### src/rtl/spin_sweeper_pkg.sv
package spin_sweeper_pkg;

  // Strobes sent by the sequencer to the datapath each cycle.
  typedef struct packed {
    logic clrField;  // zero the field accumulator
    logic accum;     // add one neighbour term
    logic apply;     // write the sign of the field into the current spin
  } dpStrobe_t;

endpackage

### src/rtl/spin_sweeper_dp.sv
module spin_sweeper_dp
  import spin_sweeper_pkg::*;
#(
  parameter int N_SPINS = 7,
  parameter int IDX_W   = 3,
  parameter int FIELD_W = 5
) (
  input  logic               clk,
  input  logic               rstN,
  input  dpStrobe_t          strb,
  input  logic [IDX_W-1:0]   rowIdx,
  input  logic [IDX_W-1:0]   colIdx,
  input  logic               loadOk,
  input  logic               cplWrEn,
  input  logic [IDX_W-1:0]   cplRow,
  input  logic [IDX_W-1:0]   cplCol,
  input  logic               cplBit,
  input  logic               spinWrEn,
  input  logic [IDX_W-1:0]   spinWrIdx,
  input  logic               spinWrBit,
  output logic               flipped,
  output logic [N_SPINS-1:0] spinVec
);

  localparam logic signed [FIELD_W-1:0] PLUS_ONE  = FIELD_W'(1);
  localparam logic signed [FIELD_W-1:0] MINUS_ONE = -FIELD_W'(1);

  logic [N_SPINS-1:0][N_SPINS-1:0] cplMem;
  logic [N_SPINS-1:0]              spinQ;
  logic signed [FIELD_W-1:0]       field;

  logic agree, selfTerm, fieldPos, fieldNeg, newBit;

  // Product of coupling and neighbour spin is +1 when the bits agree.
  assign agree    = ~(cplMem[rowIdx][colIdx] ^ spinQ[colIdx]);
  assign selfTerm = (colIdx == rowIdx);
  assign fieldNeg = field[FIELD_W-1];
  assign fieldPos = !fieldNeg && (field != '0);
  assign newBit   = fieldPos ? 1'b1 : (fieldNeg ? 1'b0 : spinQ[rowIdx]);
  assign flipped  = strb.apply && (newBit != spinQ[rowIdx]);
  assign spinVec  = spinQ;

  always_ff @(posedge clk) begin
    if (!rstN) begin
      field <= '0;
    end else if (strb.clrField) begin
      field <= '0;
    end else if (strb.accum && !selfTerm) begin
      field <= field + (agree ? PLUS_ONE : MINUS_ONE);
    end
  end

  always_ff @(posedge clk) begin
    if (!rstN) begin
      spinQ <= '0;
    end else if (strb.apply) begin
      spinQ[rowIdx] <= newBit;
    end else if (loadOk && spinWrEn && (int'(spinWrIdx) < N_SPINS)) begin
      spinQ[spinWrIdx] <= spinWrBit;
    end
  end

  generate
    for (genvar r = 0; r < N_SPINS; r++) begin : g_row
      always_ff @(posedge clk) begin
        if (!rstN) begin
          cplMem[r] <= '0;
        end else if (loadOk && cplWrEn && (int'(cplRow) == r)
                     && (int'(cplCol) < N_SPINS)) begin
          cplMem[r][cplCol] <= cplBit;
        end
      end
    end
  endgenerate


  tie_keeps_chk: assert property (@(posedge clk) disable iff (!rstN)
    (strb.apply && field == '0) |=> spinQ[$past(rowIdx)] == $past(spinQ[rowIdx]));


  sign_follow_chk: assert property (@(posedge clk) disable iff (!rstN)
    (strb.apply && field != '0) |=> spinQ[$past(rowIdx)] == !$past(fieldNeg));


  single_change_chk: assert property (@(posedge clk) disable iff (!rstN)
    !loadOk |=> $countones(spinQ ^ $past(spinQ)) <= 1);


  cpl_frozen_chk: assert property (@(posedge clk) disable iff (!rstN)
    !loadOk |=> $stable(cplMem));

endmodule

### src/rtl/spin_sweeper_ctrl.sv
module spin_sweeper_ctrl
  import spin_sweeper_pkg::*;
#(
  parameter int N_SPINS    = 7,
  parameter int MAX_SWEEPS = 16,
  parameter int IDX_W      = 3,
  parameter int SWEEP_W    = 5
) (
  input  logic               clk,
  input  logic               rstN,
  input  logic               start,
  input  logic               flipped,
  output dpStrobe_t          strb,
  output logic [IDX_W-1:0]   rowIdx,
  output logic [IDX_W-1:0]   colIdx,
  output logic               loadOk,
  output logic               busy,
  output logic               done,
  output logic               converged,
  output logic [SWEEP_W-1:0] sweepCount
);

  typedef enum logic [1:0] {S_IDLE, S_ACCUM, S_APPLY} seqState_t;

  localparam logic [IDX_W-1:0]   LAST_IDX  = IDX_W'(N_SPINS - 1);
  localparam logic [SWEEP_W-1:0] SWEEP_MAX = SWEEP_W'(MAX_SWEEPS);

  seqState_t state;
  logic      sweepFlip;
  logic      quietSweep;

  assign quietSweep    = !(sweepFlip || flipped);
  assign strb.accum    = (state == S_ACCUM);
  assign strb.apply    = (state == S_APPLY);
  assign strb.clrField = (state != S_ACCUM);
  assign busy          = (state != S_IDLE);
  assign loadOk        = (state == S_IDLE);

  always_ff @(posedge clk) begin
    if (!rstN) begin
      state      <= S_IDLE;
      rowIdx     <= '0;
      colIdx     <= '0;
      sweepCount <= '0;
      sweepFlip  <= 1'b0;
      done       <= 1'b0;
      converged  <= 1'b0;
    end else begin
      unique case (state)
        S_IDLE: begin
          if (start) begin
            state      <= S_ACCUM;
            rowIdx     <= '0;
            colIdx     <= '0;
            sweepCount <= '0;
            sweepFlip  <= 1'b0;
            done       <= 1'b0;
            converged  <= 1'b0;
          end
        end
        S_ACCUM: begin
          if (colIdx == LAST_IDX) begin
            colIdx <= '0;
            state  <= S_APPLY;
          end else begin
            colIdx <= colIdx + IDX_W'(1);
          end
        end
        S_APPLY: begin
          if (rowIdx == LAST_IDX) begin
            sweepCount <= sweepCount + SWEEP_W'(1);
            rowIdx     <= '0;
            sweepFlip  <= 1'b0;
            if (quietSweep) begin
              state     <= S_IDLE;
              done      <= 1'b1;
              converged <= 1'b1;
            end else if (sweepCount + SWEEP_W'(1) == SWEEP_MAX) begin
              state     <= S_IDLE;
              done      <= 1'b1;
              converged <= 1'b0;
            end else begin
              state <= S_ACCUM;
            end
          end else begin
            rowIdx    <= rowIdx + IDX_W'(1);
            sweepFlip <= sweepFlip | flipped;
            state     <= S_ACCUM;
          end
        end
        default: state <= S_IDLE;
      endcase
    end
  end


  done_busy_excl_chk: assert property (@(posedge clk) disable iff (!rstN)
    !(done && busy));


  done_hold_chk: assert property (@(posedge clk) disable iff (!rstN)
    (done && !start) |=> done);


  conv_implies_done_chk: assert property (@(posedge clk) disable iff (!rstN)
    converged |-> done);


  sweep_bound_chk: assert property (@(posedge clk) disable iff (!rstN)
    sweepCount <= SWEEP_MAX);


  apply_single_chk: assert property (@(posedge clk) disable iff (!rstN)
    strb.apply |=> !strb.apply);


  apply_after_accum_chk: assert property (@(posedge clk) disable iff (!rstN)
    strb.apply |-> $past(strb.accum) && $past(colIdx) == LAST_IDX);

endmodule

### src/rtl/spin_sweeper.sv
module spin_sweeper
  import spin_sweeper_pkg::*;
#(
  parameter int N_SPINS    = 7,
  parameter int MAX_SWEEPS = 16,
  localparam int IDX_W     = (N_SPINS > 1) ? $clog2(N_SPINS) : 1,
  localparam int SWEEP_W   = $clog2(MAX_SWEEPS + 1),
  localparam int FIELD_W   = $clog2(N_SPINS + 1) + 1
) (
  input  logic               clk,
  input  logic               rstN,
  input  logic               start,
  input  logic               cplWrEn,
  input  logic [IDX_W-1:0]   cplRow,
  input  logic [IDX_W-1:0]   cplCol,
  input  logic               cplBit,
  input  logic               spinWrEn,
  input  logic [IDX_W-1:0]   spinWrIdx,
  input  logic               spinWrBit,
  output logic               busy,
  output logic               done,
  output logic               converged,
  output logic [SWEEP_W-1:0] sweepCount,
  output logic [N_SPINS-1:0] spinVec
);

  dpStrobe_t        strb;
  logic [IDX_W-1:0] rowIdx;
  logic [IDX_W-1:0] colIdx;
  logic             loadOk;
  logic             flipped;

  spin_sweeper_ctrl #(
    .N_SPINS(N_SPINS), .MAX_SWEEPS(MAX_SWEEPS),
    .IDX_W(IDX_W), .SWEEP_W(SWEEP_W)
  ) u_ctrl (
    .clk(clk), .rstN(rstN), .start(start), .flipped(flipped),
    .strb(strb), .rowIdx(rowIdx), .colIdx(colIdx), .loadOk(loadOk),
    .busy(busy), .done(done), .converged(converged), .sweepCount(sweepCount)
  );

  spin_sweeper_dp #(
    .N_SPINS(N_SPINS), .IDX_W(IDX_W), .FIELD_W(FIELD_W)
  ) u_dp (
    .clk(clk), .rstN(rstN), .strb(strb), .rowIdx(rowIdx), .colIdx(colIdx),
    .loadOk(loadOk), .cplWrEn(cplWrEn), .cplRow(cplRow), .cplCol(cplCol),
    .cplBit(cplBit), .spinWrEn(spinWrEn), .spinWrIdx(spinWrIdx),
    .spinWrBit(spinWrBit), .flipped(flipped), .spinVec(spinVec)
  );

endmodule

### config.mk
export PLATFORM = sky130hd
export DESIGN_NAME = spin_sweeper
export DESIGN_NICKNAME = d
export VERILOG_FILES = /design/src/rtl/spin_sweeper_pkg.sv /design/src/rtl/spin_sweeper_dp.sv /design/src/rtl/spin_sweeper_ctrl.sv /design/src/rtl/spin_sweeper.sv
export SDC_FILE = /design/constraint.sdc
export NUM_CORES = 1
export LEC_CHECK = 0
export BUFFER_PORTS_ARGS = -buffer_cell sky130_fd_sc_hd__buf_4
export CAP_MARGIN = 40
export CORE_MARGIN = 5
export CORE_UTILIZATION = 35
export CTS_CLUSTER_DIAMETER = 100
export CTS_CLUSTER_SIZE = 24
export DETAILED_ROUTE_END_ITERATION = 10
export SLEW_MARGIN = 20
export SYNTH_ARGS = -nofsm -noshare
export SYNTH_HDL_FRONTEND = slang
export SYNTH_SLANG_ARGS = --single-unit
### constraint.sdc
create_clock -name clk -period 7.38 [get_ports clk]
set_input_delay 1.476 -clock clk [delete_from_list [all_inputs] [get_ports clk]]
set_output_delay 1.476 -clock clk [all_outputs]
set_load 0.01 [all_outputs]
==> results.tsv, run 1 <==
stage	metric	value	unit
finish	fillers	1283	
detailed_routing	DRC	0	
worst_setup_path	reg2reg setup slack	3.31	ns
timing	Max-Slew Margin vs Limit	49.8	%
timing	Tightest Pin Transition	0.751	ns
cts	clk_lat worst skew	0.34	ns
worst_setup_path	crit-path leading delay family	compound AO/OA/AOI/OAI gates	
power_and_ir_drop	switching fraction of total power	22.7	%
worst_hold_path	WHS Endpoint	u_dp.cplMem[13]	
logic_synthesis	ys flop type	dfxtp_1	
detailed_routing	WL/cell	15.7	um
timing	Min Hold Slack	0.453	ns
logic_synthesis	Syn Nets	587	
worst_setup_path	Crit-path slowest cell	mux4_2	
worst_setup_path	Crit Path Category	flop to flop	
finish	diode count	0	
timing	clock skew	0.00652	ns
placed_design	post-DP HPWL	8270	um
logic_synthesis	Mapped Avg Cell Area	7.74	sq um
detailed_routing	via count	4073	
placed_design	DP Area	4710	sq um
placed_design	Final Wtd Congestion	0.844	
floorplan	Row Count	41	
logic_synthesis	asr flop ratio synth	0	%
finish	Area Growth Syn to Fin	15.7	%
finish	layout cells sized above 1	13.3	%
logic_synthesis	Yosys Warn Count	0	
timing	f_max	246	MHz
finish	final core utilization	40.8	%
cts	Post-CTS Hold Buffers	0	
power_and_ir_drop	Worst IR Drop VDD	91.1	uV
logic_synthesis	FF+latch count, synth	76	
global_route	first-pass GRT wire length	19600	um
floorplan	CORE AREA	12500	sq um
run	max-cap violations	0	
cts	clock-pin slew on the worst setup and hold paths	0.06	ns
worst_setup_path	CP Buf/Inv Count	1	
worst_setup_path	reg-to-reg startpoint	u_ctrl.rowIdx[2]	
timing	fin crit period	4.07	ns
detailed_routing	drt first pass iters	5	
global_route	pin count of the biggest net entering global routing	50	
floorplan	DIE HEIGHT	122	um
power_and_ir_drop	Switch Pwr	232	uW
detailed_routing	antenna-violating nets left	0	
global_route	vias in the first global route	3840	
worst_setup_path	crit-path max FO	35	
worst_setup_path	Worst Setup End Kind	flop	
power_and_ir_drop	Logic pwr share	7.3	%
worst_setup_path	Arr. time, crit path	4.29	ns
finish	post-route cell area	5080	sq um
global_route	GR Util All Layers	16.6	%
timing	Final Hold Fails	0	
floorplan	Total Die Area	14900	sq um
power_and_ir_drop	clock share of power	51.7	%
timing	# setup viols final	0	
power_and_ir_drop	leakage power	0.00182	uW
worst_setup_path	CP Cell Sequence	buf_4 -> mux4_2 -> o311ai_1 -> o32ai_2 -> xor2_1 -> nor2_1 -> a21oi_1 -> ha_1 -> a21o_1 -> a21oi_1 -> xnor2_1 -> xnor2_1 -> nor3b_1 -> a31oi_1 -> mux2_1	
worst_setup_path	CP startpoint kind	flop	
cts	CTS Buf Count	9	
floorplan	I/O Pins	31	
worst_hold_path	worst min path class	flop to flop	
cts	clk sinks	76	
power_and_ir_drop	Int Power	790	uW
detailed_routing	DRT Wirelength	11900	um
logic_synthesis	Synth Cell Area	4390	sq um
detailed_routing	Vias/cell	5.38	
power_and_ir_drop	Pwr per Cell Area	201	nW/um^2
cts	CTS tree	built	
cts	Post-CTS Setup Bufs	0	
placed_design	Placed Cells	739	
worst_setup_path	WP data required	7.60	ns
timing	RSZ-0062 raised after global routing	false	
cts	H-tree depth	3	
detailed_routing	First DRT Iteration DRCs	268	
logic_synthesis	Post-Syn Instances	567	
worst_hold_path	hold_sp	u_dp.cplMem[13]	
cts	Post-CTS Resized	0	
finish	Final #Nets	600	
global_route	GR Overflow Total	0	
logic_synthesis	EDFF count, synth	0	
worst_hold_path	hold path depth	2	
run_status	outcome	finished clean	
timing	Setup TNS	0	ns
global_route	antenna violations before repair	0	
cts	Max Root-Sink Buffers	2	
logic_synthesis	post-synth cell types	63	
floorplan	starting density of the core	35.2	%
worst_setup_path	r2r worst-path depth	15	
timing	final slew viol count	0	
floorplan	DIE WIDTH	122	um
timing	Tcrit/Tclk final	55.1	%
placed_design	IO Port Bufs	30	
power_and_ir_drop	sequential group share of total power	41.0	%
finish	Finished Layout Cells	757	
logic_synthesis	Seq/Total Area, Yosys	34.7	%
cts	CTS Root Cell	clkbuf_16	
worst_setup_path	Critical R2R Capture	u_dp.field[3]	
worst_setup_path	CP max stage delay	0.58	ns
## synth_stat cells (all sizes together), types with 5 or more instances
| cell type | instances | area share (%) |
|---|---|---|
| a31oi | 8 | 1.1 |
| nor2b | 8 | 1.1 |
| buf | 14 | 2.8 |
| clkbuf | 24 | 2.1 |
| xnor2 | 9 | 1.8 |
| nor2 | 75 | 6.5 |
| nand2 | 99 | 8.5 |
| nand2b | 7 | 1.0 |
| mux2i | 43 | 9.8 |
| o21ai | 19 | 2.2 |
| a21oi | 48 | 5.5 |
| a211oi | 5 | 0.97 |
| inv | 8 | 0.68 |
| nand3 | 37 | 4.3 |
| mux2 | 5 | 1.3 |
| nor3 | 10 | 1.1 |
| dfxtp | 76 | 35 |
## stage by stage
step / setup slack (ns) / power, uW
4_1_cts: 3.32 / 1030
2_1_floorplan: 3.95 / 475
6_report: 3.31 / 1020
3_3_place_gp: 3.29 / 499
3_5_place_dp: 3.37 / 502
5_1_grt: 3.02 / 1060
## power by group through the flow
stage	logic, uW	registers (uW)	clock network (uW)
floorplan	49.7	425	0
detailed placement	74.1	428	0
global placement	71.3	428	0
CTS	74.3	418	536
global route	81.9	419	558
finish	74.8	418	528
## registers in the layout, indices dropped and copies added (netlist names)
register / flops
u_ctrl.sweepFlip: 1
u_dp.spinVec: 7
u_ctrl.sweepCount: 5
u_ctrl.done: 1
u_ctrl.state: 2
u_ctrl.rowIdx: 3
u_ctrl.colIdx: 3
u_dp.field: 4
u_dp.cplMem: 49
u_ctrl.converged: 1
## layer usage
metal  wire length [um]  vias to the layer above  track usage [%]
met5                  0                        -                0
met4                298                        0             6.44
met3                517                       30             3.34
li1                   -                     2005                -
met2               5850                      118             27.3
met1               5200                     1920             21.3
## how the worst max path moves through the flow
stage                           from            end  slack (ns)  cells after the start
finish              u_ctrl.rowIdx[2]  u_dp.field[3]        3.31                     15
global route        u_ctrl.rowIdx[2]  u_dp.field[3]        3.02                     15
CTS                 u_ctrl.rowIdx[2]  u_dp.field[3]        3.32                     15
detailed placement  u_ctrl.rowIdx[2]  u_dp.field[3]        3.37                     15
global placement    u_ctrl.rowIdx[1]  u_dp.field[3]        3.29                     15
floorplan           u_ctrl.rowIdx[2]  u_dp.field[3]        3.95                     16
## cell families (layout without fill, tap and decap cells)
| family | after synthesis | count (layout) | synth area share, % |
|---|---|---|---|
| AOI/OAI and AO/OA | 107 | 107 | 15.3 |
| xor gates and xnor gates | 11 | 11 | 2.19 |
| adders and majority gates | 4 | 4 | 1.31 |
| buffers and inverters | 46 | 64 | 5.53 |
| DFF | 76 | 76 | 34.7 |
| muxes | 51 | 51 | 12.6 |
| and+or+nand+nor | 272 | 272 | 28.4 |
## tightest hold or removal path, delay by kind of cell (launching register included)
family	cells	cell delay, ns
and+or+nand+nor	1	0.05
DFF	1	0.30
AOI/OAI and AO/OA	1	0.05
## cell usage in the layout (no fill, tap or decap), types with 3 or more instances in the layout
cell type,n
nor3_1,10
nand2_1,99
and3_1,4
nand2b_1,7
o21ai_0,18
mux4_2,3
and2_1,4
nand3_1,36
a21oi_1,48
a211oi_1,4
mux2i_1,43
ha_1,3
or2_2,4
nor2b_1,8
xnor2_1,9
nand4_1,3
nand3b_1,4
clkbuf_16,9
a22oi_1,4
bufinv_16,3
or3_1,3
nor2_1,74
mux2_1,4
nor3b_1,3
a31oi_1,8
inv_1,6
dfxtp_1,76
nand4b_1,3
buf_4,36
## cell type report
class | instances | area, sq um | share of cell area [%]
multi-input combinational | 445 | 2640 | 51.9
tap | 172 | 215 | 4.24
inverter | 8 | 30.0 | 0.591
sequential | 76 | 1520 | 30.0
clock buffer | 11 | 253 | 4.98
timing repair buffer | 40 | 315 | 6.21
clock inverter | 5 | 106 | 2.09
(Power assumes the default switching activity.)
==> run 2: changes to the inputs <==
- clock period: 7.38 -> 4 ns (I/O delays scaled with it)
==> results.tsv, run 2 (same netlist as run 1, synthesis figures left out) <==
stage	metric	value	unit	change
worst_setup_path	r2r worst-path depth	16		+1
global_route	pin count of the biggest net entering global routing	50		unchanged
cts	clock-pin slew on the worst setup and hold paths	0.06	ns	about the same
global_route	vias in the first global route	3854		+0.36%
detailed_routing	First DRT Iteration DRCs	256		-4.5%
finish	Top reg by flops	u_dp.cplMem		
floorplan	DIE WIDTH	122	um	unchanged
cts	CTS Root Cell	clkbuf_16		
finish	most common cell after layout, fill and taps aside	nand2_1		
power_and_ir_drop	Int Power	1380	uW	+75%
timing	Tcrit/Tclk final	92.3	%	+37 points
power_and_ir_drop	Switch Pwr	397	uW	+71%
global_route	GR Overflow Total	0		unchanged
detailed_routing	DRC	0		unchanged
detailed_routing	WL/cell	15.7	um	+0.13%
detailed_routing	drt first pass iters	5		unchanged
global_route	GR Util All Layers	16.5	%	-0.083 points
floorplan	starting density of the core	35.2	%	unchanged
power_and_ir_drop	switching fraction of total power	22.3	%	-0.35 points
timing	# setup viols final	0		unchanged
cts	H-tree depth	3		unchanged
timing	final slew viol count	0		unchanged
timing	Tightest Pin Transition	0.815	ns	+0.0643 ns
timing	f_max	271	MHz	+10%
finish	Area Growth Syn to Fin	16.3	%	
detailed_routing	via count	4097		+0.59%
finish	Finished Layout Cells	762		+0.66%
cts	Post-CTS Hold Buffers	0		unchanged
worst_hold_path	worst min path class	flop to flop		
worst_hold_path	hold path depth	2		unchanged
power_and_ir_drop	clock share of power	48.8	%	-2.9 points
timing	Setup TNS	0	ns	unchanged
power_and_ir_drop	leakage power	0.00184	uW	+1.4%
floorplan	CORE AREA	12500	sq um	unchanged
timing	Max-Slew Margin vs Limit	45.5	%	-4.2 points
worst_setup_path	CP startpoint kind	flop		
finish	Final #Nets	608		+1.3%
finish	max reg flops	49		unchanged
power_and_ir_drop	Pwr per Cell Area	348	nW/um^2	+73%
worst_setup_path	WP data required	4.21	ns	-3.39 ns
power_and_ir_drop	sequential group share of total power	43.4	%	+2.4 points
run_status	outcome	finished clean		
worst_setup_path	crit-path max FO	13		-63%
timing	RSZ-0062 raised after global routing	false		
floorplan	DIE HEIGHT	122	um	unchanged
cts	clk_lat worst skew	0.33	ns	about the same
finish	fillers	1272		-0.86%
detailed_routing	DRT Wirelength	12000	um	+0.79%
global_route	first-pass GRT wire length	19500	um	-0.63%
global_route	antenna violations before repair	0		unchanged
finish	most frequent cells in the layout	nand2_1 (99), dfxtp_1 (76), nor2_1 (74)		
placed_design	post-DP HPWL	8610	um	+4.2%
power_and_ir_drop	Logic pwr share	7.8	%	+0.5 points
placed_design	Placed Cells	749		+1.4%
finish	diode count	0		unchanged
placed_design	IO Port Bufs	30		unchanged
placed_design	Final Wtd Congestion	0.933		+11%
floorplan	I/O Pins	31		unchanged
power_and_ir_drop	Worst IR Drop VDD	204	uV	+120%
cts	Post-CTS Setup Bufs	0		unchanged
worst_setup_path	Crit Path Category	flop to flop		
finish	layout cells sized above 1	14.2	%	+0.90 points
timing	fin crit period	3.69	ns	-0.376 ns
finish	Seq. cell area	1520	sq um	unchanged
cts	CTS tree	built		
run	max-cap violations	0		unchanged
finish	final core utilization	41.0	%	+0.21 points
cts	clk sinks	76		unchanged
timing	clock skew	0.00716	ns	+0.000640 ns
finish	Multi-input gate area	2640	sq um	+0.14%
timing	Final Hold Fails	0		unchanged
detailed_routing	Vias/cell	5.38		about the same
worst_setup_path	Worst Setup End Kind	flop		
timing	Min Hold Slack	0.461	ns	+0.00809 ns
cts	Max Root-Sink Buffers	2		unchanged
floorplan	Row Count	41		unchanged
worst_setup_path	Arr. time, crit path	3.91	ns	-0.38 ns
floorplan	Total Die Area	14900	sq um	unchanged
detailed_routing	antenna-violating nets left	0		unchanged
cts	CTS Buf Count	9		unchanged
[run 2: metrics by stage]
step           power, uW  instance area (sq um)  setup WS (ns)
2_1_floorplan        876                   4390          0.568
3_3_place_gp         920                   4760          0.263
3_5_place_dp         926                   4790          0.186
4_1_cts             1790                   5100          0.166
5_1_grt             1840                   5110         0.0169
6_report            1780                   5110          0.309
[run 2: final cells by class]
cell class	instances	share of cell area, %
tap	172	4.21
clock buffer	11	4.95
timing repair buffer	48	7.52
inverter	8	0.588
clock inverter	2	1.18
multi-input combinational	445	51.8
sequential	76	29.8
[run 2: final timing paths]
kind,start,to,slack [ns]
worst max-delay path,u_ctrl.rowIdx[2],u_dp.field[3],0.31
worst min register to register,u_dp.cplMem[9],u_dp.cplMem[9],0.46
worst max register to register,u_ctrl.rowIdx[2],u_dp.field[3],0.31
worst min-delay path,u_dp.cplMem[9],u_dp.cplMem[9],0.46
[run 2: power groups by stage]
stage	sequential [uW]	combinational [uW]	clock, uW
final	772	138	869
after global routing	773	153	914
after CTS	772	137	880
after detailed placement	789	137	0
after global placement	789	132	0
after floorplan	784	91.6	0
[run 2: critical path: stages (launching register included)]
cell and delay [ns]:
dfxtp_1 0.45, buf_6 0.21, mux2_1 0.34, a22oi_1 0.15, o22a_1 0.17, a21oi_1 0.06, a21bo_2 0.27, xnor2_1 0.14
a21oi_2 0.24, ha_1 0.26, a21o_1 0.18, a21oi_1 0.24, xnor2_1 0.17, xnor2_1 0.13, nor3b_1 0.06, a31oi_1 0.17
mux2_1 0.33
[run 2: what timing repair did]
item	in CTS	in global routing
endpoints found under the hold margin	0	0
gates resized for setup	0	2
endpoints found under the setup margin	0	1
[run 2: layer usage]
| layer | global-route usage (%) | up-vias | part of all wire, % |
|---|---|---|---|
| li1 | - | 2031 | - |
| met1 | 21.4 | 1935 | 45 |
| met2 | 26.7 | 104 | 48 |
| met3 | 2.37 | 27 | 4.0 |
| met4 | 8.33 | 0 | 3.0 |
| met5 | 0 | - | 0 |
==> run 3: changes to the inputs <==
- PLACE_DENSITY: not set -> 0.48
==> results.tsv, run 3 (same netlist as run 1, synthesis figures left out) <==
stage	metric	value	unit	change
detailed_routing	DRC	0		unchanged
detailed_routing	via count	4029		-1.7%
cts	CTS Root Cell	clkbuf_16		
finish	final core utilization	41.0	%	+0.050 points
timing	Max-Slew Margin vs Limit	52.2	%	+6.7 points
detailed_routing	DRT Wirelength	12500	um	+4.2%
timing	# setup viols final	0		unchanged
floorplan	starting density of the core	35.2	%	unchanged
run	max-cap violations	0		unchanged
cts	CTS Buf Count	9		unchanged
power_and_ir_drop	Worst IR Drop VDD	199	uV	-2.5%
cts	Max Root-Sink Buffers	2		unchanged
cts	Post-CTS Hold Buffers	0		unchanged
cts	CTS tree	built		
finish	Finished Layout Cells	762		unchanged
worst_setup_path	WP data required	4.23	ns	+0.02 ns
timing	clock skew	0.00464	ns	-0.00252 ns
timing	final slew viol count	0		unchanged
timing	Final Hold Fails	0		unchanged
timing	RSZ-0062 raised after global routing	false		
worst_setup_path	Worst Setup End Kind	flop		
detailed_routing	WL/cell	16.3	um	+4.2%
global_route	pin count of the biggest net entering global routing	65		+30%
global_route	first-pass GRT wire length	19900	um	+2.1%
placed_design	Placed Cells	746		-0.40%
finish	max reg flops	49		unchanged
global_route	GR Util All Layers	17.2	%	+0.76 points
timing	Setup TNS	0	ns	unchanged
finish	layout cells sized above 1	14.1	%	-0.17 points
global_route	GR Overflow Total	0		unchanged
power_and_ir_drop	Switch Pwr	416	uW	+4.7%
timing	f_max	270	MHz	-0.47%
floorplan	CORE AREA	12500	sq um	unchanged
finish	Final #Nets	605		-0.49%
timing	Tcrit/Tclk final	92.7	%	+0.43 points
worst_setup_path	crit-path max FO	34		+21
floorplan	I/O Pins	31		unchanged
placed_design	post-DP HPWL	8870	um	+3.0%
detailed_routing	First DRT Iteration DRCs	314		+23%
placed_design	Final Wtd Congestion	0.834		-11%
finish	diode count	0		unchanged
placed_design	IO Port Bufs	30		unchanged
power_and_ir_drop	Logic pwr share	7.6	%	-0.2 points
global_route	antenna violations before repair	0		unchanged
cts	clk_lat worst skew	0.34	ns	about the same
timing	Tightest Pin Transition	0.714	ns	-0.102 ns
power_and_ir_drop	Tot Pwr	1820	uW	+2.5%
detailed_routing	Vias/cell	5.29		-1.7%
worst_setup_path	Arr. time, crit path	3.94	ns	+0.03 ns
detailed_routing	antenna-violating nets left	0		unchanged
power_and_ir_drop	Pwr per Cell Area	357	nW/um^2	+2.4%
floorplan	DIE HEIGHT	122	um	unchanged
timing	fin crit period	3.71	ns	+0.0173 ns
floorplan	DIE WIDTH	122	um	unchanged
timing	Min Hold Slack	0.451	ns	-0.0106 ns
finish	Top reg by flops	u_dp.cplMem		
cts	Post-CTS Resized	0		unchanged
power_and_ir_drop	leakage power	0.00184	uW	-0.44%
power_and_ir_drop	clock share of power	50.1	%	+1.3 points
power_and_ir_drop	switching fraction of total power	22.8	%	+0.47 points
finish	most common cell after layout, fill and taps aside	nand2_1		
floorplan	Total Die Area	14900	sq um	unchanged
worst_hold_path	worst min path class	flop to flop		
run_status	outcome	finished clean		
worst_setup_path	CP startpoint kind	flop		
cts	Post-CTS Setup Bufs	0		unchanged
cts	clock-pin slew on the worst setup and hold paths	0.06	ns	about the same
cts	clk sinks	76		unchanged
power_and_ir_drop	sequential group share of total power	42.3	%	-1.1 points
power_and_ir_drop	Int Power	1410	uW	+1.9%
floorplan	Row Count	41		unchanged
worst_setup_path	Crit Path Category	flop to flop		
finish	most frequent cells in the layout	nand2_1 (99), dfxtp_1 (76), nor2_1 (74)		
finish	Area Growth Syn to Fin	16.4	%	
detailed_routing	drt first pass iters	5		unchanged
cts	H-tree depth	3		unchanged
global_route	vias in the first global route	3736		-3.1%
finish	fillers	1316		+3.5%
==> run 3: changes by cell type in the layout (fill, tap and decap cells not counted) <==
cell / change
clkinvlp_4: +1
clkbuf_8: +1
clkbuf_1: +1
inv_4: +1
buf_2: -2
inv_2: -1
buf_6: -1
==> run 3: cell type report <==
class                           count  area, sq um  area share [%]
Multi-Input combinational cell    445         2640            51.7
Timing Repair Buffer               45          363            7.10
Sequential cell                    76         1520            29.8
Clock buffer                       13          270            5.29
Tap cell                          172          215            4.21
Clock inverter                      3         67.6            1.32
Inverter                            8         32.5           0.636
==> run 3: per-layer routing <==
layer  global-route usage, %  vias to the layer above  share of wire (%)
li1                        -                     2021                  -
met1                    22.9                     1903                 47
met2                    28.1                       89                 48
met3                    2.79                       16                3.6
met4                    6.51                        0                1.8
met5                       0                        -                  0
==> run 3: worst max-delay path: stages (launching register included) <==
cell and delay, ns:
dfxtp_1 0.37, buf_12 0.22, mux4_2 0.52, o311ai_1 0.29
o32ai_2 0.17, xor2_1 0.16, nor2_1 0.15, a21oi_2 0.08
ha_1 0.31, a21o_1 0.17, a21oi_1 0.26, xnor2_1 0.17
xnor2_1 0.14, nor3b_1 0.07, a31oi_1 0.17, mux2_1 0.34
==> run 3: worst paths after layout <==
path	start	end	slack, ns	cells past startpoint
max	u_ctrl.rowIdx[2]	u_dp.field[3]	0.29	15
min	u_dp.cplMem[5]	u_dp.cplMem[5]	0.45	2
max reg2reg	u_ctrl.rowIdx[2]	u_dp.field[3]	0.29	15
min reg2reg	u_dp.cplMem[5]	u_dp.cplMem[5]	0.45	2
==> run 3: through the flow <==
stage | worst slack [ns] | cell area (sq um)
floorplan | 0.568 | 4390
global placement | 0.249 | 4760
detailed placement | 0.173 | 4770
CTS | 0.178 | 5110
global route | 0.0336 | 5110
finish | 0.292 | 5110
==> run 3: power by group through the flow <==
| stage | clock [uW] | combinational [uW] | sequential (uW) |
|---|---|---|---|
| 3_3_place_gp | 0 | 138 | 788 |
| 4_1_cts | 935 | 139 | 772 |
| 5_1_grt | 972 | 152 | 772 |
| 2_1_floorplan | 0 | 91.6 | 784 |
| 3_5_place_dp | 0 | 139 | 788 |
| 6_report | 914 | 138 | 772 |
